[src/rtl/psfb_pwm_pkg.sv]
// Shared types for the phase-shift PWM channel.
package psfb_pwm_pkg;
    // Source of the sync output pulse.
    typedef enum logic {
        SYNC_FROM_ZERO  = 1'b0,
        SYNC_FROM_INPUT = 1'b1
    } sync_src_e;

    // Lane indices of the dead-band stage.
    localparam int LANE_A   = 0;
    localparam int LANE_B   = 1;
    localparam int N_LANES  = 2;
endpackage

[src/rtl/pwm_timebase.sv]
// Count-up time base with phase load and sync output selection.
// Assumes period_i >= 1 when the own-zero sync source is used.
// A phase load has priority over a wrap.
module pwm_timebase
    import psfb_pwm_pkg::*;
#(
    parameter int CW = 16
) (
    input  logic          clk,
    input  logic          rst_n,
    input  logic [CW-1:0] period_i,
    input  logic [CW-1:0] phase_i,
    input  logic          phase_en_i,
    input  logic          sync_i,
    input  sync_src_e     sync_src_i,
    output logic [CW-1:0] ctr_o,
    output logic          sync_o
);
    logic load;
    logic wrap;

    // Decide between a phase load and a wrap for this cycle.
    always_comb begin
        load = phase_en_i & sync_i;
        wrap = !load && (ctr_o >= period_i);
    end

    // Advance the counter and register the selected sync source.
    always_ff @(posedge clk) begin
        if (!rst_n) begin
            ctr_o  <= '0;
            sync_o <= 1'b0;
        end else begin
            if (load)
                ctr_o <= phase_i;
            else if (wrap)
                ctr_o <= '0;
            else
                ctr_o <= ctr_o + CW'(1);
            sync_o <= (sync_src_i == SYNC_FROM_INPUT) ? sync_i : wrap;
        end
    end
endmodule

[src/rtl/pwm_action.sv]
// Action stage: sets the raw wave at counter zero and clears it at compare.
// The set at zero takes priority if compare is also zero.
module pwm_action #(
    parameter int CW = 16
) (
    input  logic          clk,
    input  logic          rst_n,
    input  logic [CW-1:0] ctr_i,
    input  logic [CW-1:0] cmp_i,
    output logic          raw_o
);
    // Register the set/clear decision for the raw wave.
    always_ff @(posedge clk) begin
        if (!rst_n)
            raw_o <= 1'b0;
        else if (ctr_i == '0)
            raw_o <= 1'b1;
        else if (ctr_i == cmp_i)
            raw_o <= 1'b0;
    end
endmodule

[src/rtl/pwm_edge_delay.sv]
// Delays the rising edge of its input by dly_i clocks; the falling edge
// follows the input one clock later, like the rise with zero delay.
// The run counter saturates, so long high times are safe.
module pwm_edge_delay #(
    parameter int DW = 8
) (
    input  logic          clk,
    input  logic          rst_n,
    input  logic          in_i,
    input  logic [DW-1:0] dly_i,
    output logic          out_o
);
    logic [DW-1:0] run;

    // Count how long the input has been high and release the output.
    always_ff @(posedge clk) begin
        if (!rst_n || !in_i) begin
            run   <= '0;
            out_o <= 1'b0;
        end else begin
            out_o <= (run >= dly_i);
            if (run != '1)
                run <= run + DW'(1);
        end
    end
endmodule

[src/rtl/psfb_pwm_channel.sv]
// One phase-shift full-bridge PWM channel: time base, action stage and
// a complementary dead-band pair. Sync can be chained across channels.
// Assumes a period of at least 1 and synchronous, single-clock inputs.
module psfb_pwm_channel
    import psfb_pwm_pkg::*;
#(
    parameter int CW = 16,
    parameter int DW = 8
) (
    input  logic          clk,
    input  logic          rst_n,
    input  logic [CW-1:0] period_i,
    input  logic [CW-1:0] cmp_i,
    input  logic [CW-1:0] phase_i,
    input  logic          phase_en_i,
    input  logic          sync_sel_i,
    input  logic          sync_i,
    input  logic [DW-1:0] red_i,
    input  logic [DW-1:0] fed_i,
    output logic [CW-1:0] ctr_o,
    output logic          sync_o,
    output logic          gate_a_o,
    output logic          gate_b_o
);
    sync_src_e             sync_src;
    logic                  raw;
    logic [N_LANES-1:0]    lane_in;
    logic [N_LANES-1:0]    lane_out;
    logic [DW-1:0]         lane_dly [N_LANES];

    // Map the select pin and lane inputs onto the dead-band pair.
    always_comb begin
        sync_src          = sync_src_e'(sync_sel_i);
        lane_in[LANE_A]   = raw;
        lane_in[LANE_B]   = ~raw;
        lane_dly[LANE_A]  = red_i;
        lane_dly[LANE_B]  = fed_i;
    end

    pwm_timebase #(.CW(CW)) u_tb (
        .clk        (clk),
        .rst_n      (rst_n),
        .period_i   (period_i),
        .phase_i    (phase_i),
        .phase_en_i (phase_en_i),
        .sync_i     (sync_i),
        .sync_src_i (sync_src),
        .ctr_o      (ctr_o),
        .sync_o     (sync_o)
    );

    pwm_action #(.CW(CW)) u_act (
        .clk   (clk),
        .rst_n (rst_n),
        .ctr_i (ctr_o),
        .cmp_i (cmp_i),
        .raw_o (raw)
    );

    for (genvar g = 0; g < N_LANES; g++) begin : g_lane
        pwm_edge_delay #(.DW(DW)) u_dly (
            .clk   (clk),
            .rst_n (rst_n),
            .in_i  (lane_in[g]),
            .dly_i (lane_dly[g]),
            .out_o (lane_out[g])
        );
    end

    assign gate_a_o = lane_out[LANE_A];
    assign gate_b_o = lane_out[LANE_B];
endmodule

[config.mk]
export PLATFORM = sky130hd
export DESIGN_NAME = psfb_pwm_channel
export DESIGN_NICKNAME = d
export VERILOG_FILES = /design/src/rtl/psfb_pwm_pkg.sv /design/src/rtl/pwm_timebase.sv /design/src/rtl/pwm_action.sv /design/src/rtl/pwm_edge_delay.sv /design/src/rtl/psfb_pwm_channel.sv
export SDC_FILE = /design/constraint.sdc
export NUM_CORES = 1
export LEC_CHECK = 0
export ABC_AREA = 1
export CORE_MARGIN = 5
export CORE_UTILIZATION = 48
export CTS_BUF_LIST = sky130_fd_sc_hd__clkbuf_8 sky130_fd_sc_hd__clkbuf_16
export DETAILED_ROUTE_END_ITERATION = 8
export GPL_TIMING_DRIVEN = 0
export PLACE_DENSITY = 0.83
export SYNTH_ARGS = -nofsm -noshare
export SYNTH_HDL_FRONTEND = slang
export SYNTH_SLANG_ARGS = --single-unit
[constraint.sdc]
create_clock -name clk -period 2.4 [get_ports clk]
set_clock_uncertainty 0.1 [all_clocks]
set_input_delay 0.36 -clock clk [delete_from_list [all_inputs] [get_ports clk]]
set_output_delay 0.36 -clock clk [all_outputs]
set_load 0.01 [all_outputs]
==> reports/qor.csv <==
stage,metric,value,unit
drt,via density per instance,5.06,
timing,Sum Neg Setup Slack,0,ns
clock_tree,clock-pin slew of the registers on the worst-case setup and hold paths,0.08,ns
floorplanning,overall die area,0.00773,mm^2
setup_path,CP max-delay cell,sky130_fd_sc_hd__dfxtp_1,
clock_tree,H-tree levels,2,
timing,worst hold margin,0.399,ns
timing,number of setup violations in the final report,0,
power,ratio of total power to cell area,377,mW/mm^2
setup_path,peak fanout along the critical path,10,
clock_tree,root buffer cell,sky130_fd_sc_hd__clkbuf_8,
setup_path,cell seen most often among critical-path stages,sky130_fd_sc_hd__a21oi_1,
drt,TritonRoute pass-1 iters,4,
clock_tree,Max Root-Sink Buffers,2,
setup_path,endpoint type of the worst setup path,flip-flop,
clock_tree,insertion delay of the later-clocked pin in the worst-skew pair,0.29,ns
layout,synthesis-to-finish area growth,36.1,%
drt,routed length per placed instance,13.1,um
yosys,sequential element share of the synthesized area,24.7,%
setup_path,kind of cell adding the most delay to the critical path,compound AO/OA/AOI/OAI gates,
drt,drt total wl,7850,um
setup_path,path length in cells of the critical path,7,
clock_tree,cts bufs inserted,5,
yosys,Yosys warnings,0,
clock_tree,post-cts gate resize count,0,
placement,number of buffers added on ports,87,
power,fraction of power spent switching nets,30.0,%
timing,final-report max-slew violation count,0,
worst_hold_path,Cells on Worst Hold Path,2,
power,combinational group share of total power,25.8,%
yosys,most numerous cell types in the synthesized netlist,"sky130_fd_sc_hd__nand2_1 (83), sky130_fd_sc_hd__inv_1 (77), sky130_fd_sc_hd__nor2_1 (39)",
placement,sum of net half-perimeters after detailed placement,6240,um
drt,via count,3040,
yosys,Yosys reg bits,36,
drt,post-route DRC violation count,0,
setup_path,Register-to-Register Path Depth,7,
setup_path,critical path cell sequence,ha_1 -> a21oi_1 -> o21ai_1 -> a21oi_2 -> buf_6 -> nand4_1 -> a21oi_1,
yosys,"EDFF count, synth",0,
yosys,Synth area leader,sky130_fd_sc_hd__dfxtp_1,
yosys,Yosys top cell area share,24.7,%
power,sequential share of power,45.1,%
setup_path,Critical Path Start Type,flip-flop,
yosys,Synthesized Nets,536,
global_route,aggregate global routing overflow,0,
layout,net count reported at finish,630,
yosys,async set-reset flop share out of synthesis,0,%
power,leak pwr,1.85,nW
yosys,synth unique cells,32,
timing,crit share post-route,90.9,%
layout,fraction of final layout cells sized beyond drive strength 1,5.89,%
setup_path,arrival time at the worst endpoint,2.30,ns
worst_hold_path,worst hold path class,reg2reg,
drt,count of antenna-violating nets left after detailed routing,0,
yosys,cell area after technology mapping,0.00292,mm^2
yosys,number of instances in the synthesized netlist,431,
setup_path,CP peak stage delay,0.60,ns
placement,RePlAce Congestion,0.936,
global_route,antenna violations before repair,0,
flow_run,max-cap violations,0,
yosys,cell with the most instances after synthesis,sky130_fd_sc_hd__nand2_1,
timing,RSZ-0062 raised after global routing,false,
global_route,largest net degree at the start of global routing,13,
global_route,vias in the first global route,2819,
timing,normalized max-slew margin,65.4,%
placement,Placement Cell Area,0.00388,mm^2
setup_path,buffers plus inverters on the worst setup path,1,
clock_tree,clock tree from TritonCTS,done,
floorplanning,Placeable Area,0.00592,mm^2
yosys,post-synthesis area per instance,6.76,um^2
power,overall power consumption,1.50,mW
timing,count of endpoints failing hold in the final timing report,0,
clock_tree,hold-fix buffers at CTS,0,
floorplanning,# rows,28,
floorplanning,Initial Util,49.2,%
timing,top achievable clock speed,459,MHz
power,IR Drop Worst-Case VDD,0.263,mV
timing,setup slack of the critical path after layout,0.220,ns
power,Switching Power,0.449,mW
timing,actual transition at the worst max-transition pin,0.519,ns
power,internal power,1.05,mW
floorplanning,die width,87.9,um
floorplanning,die outline height,87.9,um
yosys,flip-flop cell with the highest count after synthesis,sky130_fd_sc_hd__dfxtp_1,
clock_tree,number of clock sinks,36,
layout,Post-Layout Inst Area,0.00397,mm^2
global_route,total global-route track usage,20.9,%
setup_path,category of the most critical setup path,reg2reg,
run_status,status,"complete, no violations",
setup_path,Worst EP required,2.52,ns
clock_tree,count of buffers added by post-CTS timing repair for setup,0,
timing,min cycle time layout,2.18,ns
yosys,leading post-synthesis cells by cell area,"sky130_fd_sc_hd__dfxtp_1 (25%), sky130_fd_sc_hd__ha_1 (15%), sky130_fd_sc_hd__nand2_1 (11%), sky130_fd_sc_hd__inv_1 (9.9%), sky130_fd_sc_hd__a21oi_1 (6.5%)",
drt,violation count after the first detailed-routing iteration,132,
power,share of total power in the clock network,29.0,%
layout,Inserted Diodes,0,
global_route,first-pass GRT wire length,12800,um
placement,setup slack after placement,-0.0411,ns
floorplanning,Top-Level Pins,88,
kinds of logic after synthesis:
group / after synthesis / share of synthesized area, %
and+or+nand+nor: 189 / 29.8
buffers and inverters: 85 / 11.4
AOI/OAI and AO/OA: 60 / 11.1
adders and majority gates: 36 / 15.5
DFF: 36 / 24.7
xor gates and xnor gates: 25 / 7.51
cell usage in the layout (no fill, tap or decap), drive strengths merged:
cell,count
nor3b,1
clkinv,4
nor4,4
nor2,45
a21oi,39
o211ai,1
nand4,27
o21ai,13
or2,4
clkbuf,7
nand2,89
nand3,13
inv,79
nor3,6
o21bai,2
ha,36
o2111ai,2
o21a,1
a31oi,2
dfxtp,36
clkdlybuf4s50,87
buf,3
xor2,9
xnor2,16
worst register-to-register path: stages (launching register included):
cell and delay, ns:
sky130_fd_sc_hd__dfxtp_1 0.60, sky130_fd_sc_hd__ha_1 0.34, sky130_fd_sc_hd__a21oi_1 0.14, sky130_fd_sc_hd__o21ai_1 0.09, sky130_fd_sc_hd__a21oi_2 0.40, sky130_fd_sc_hd__buf_6 0.21
sky130_fd_sc_hd__nand4_1 0.11, sky130_fd_sc_hd__a21oi_1 0.13
layer usage:
layer / wire length, um / global-route usage (%)
met3: 603 / 3.57
met4: 75 / 4.32
met1: 3310 / 25.6
met5: 0 / 0
met2: 3870 / 38.1
metrics by stage:
step	utilization, %	cells
floorplan	-	431
global placement	65.5	593
detailed placement	65.5	593
CTS	67.0	601
global route	67.0	601
finish	67.0	601
final timing paths:
check / start / end / slack (ns)
worst max register to register: u_tb.ctr_o[11] / u_tb.ctr_o[2] / 0.22
worst min register to register: u_act.raw_o / g_lane[0].u_dly.run[6] / 0.40
worst min-delay path: u_act.raw_o / g_lane[0].u_dly.run[6] / 0.40
worst max-delay path: u_tb.ctr_o[11] / u_tb.ctr_o[2] / 0.22
state kept, by name, summed over array words and instances, names as in the netlist:
| register | cells |
|---|---|
| u_tb.ctr_o | 16 |
| g_lane.u_dly.run | 16 |
| g_lane.u_dly.out_o | 2 |
| u_tb.sync_o | 1 |
| u_act.raw_o | 1 |
final cells by class:
cell class                 instances  area, um^2
sequential                        36         721
inverter                          80         300
fill                             504        1950
clock inverter                     3        18.8
buffer                             5        31.3
timing repair buffer              87         871
tap                               75        93.8
clock buffer                       5        68.8
multi-input combinational        310        1860
power by group through the flow:
stage	combinational, mW	clock, mW	sequential [mW]
after floorplan	0.190	0	0.680
after global placement	0.374	0	0.688
after CTS	0.389	0.441	0.674
after global routing	0.435	0.469	0.680
final	0.387	0.434	0.675
after detailed placement	0.386	0	0.688
No activity file was read; power rests on OpenSTA's default activity.
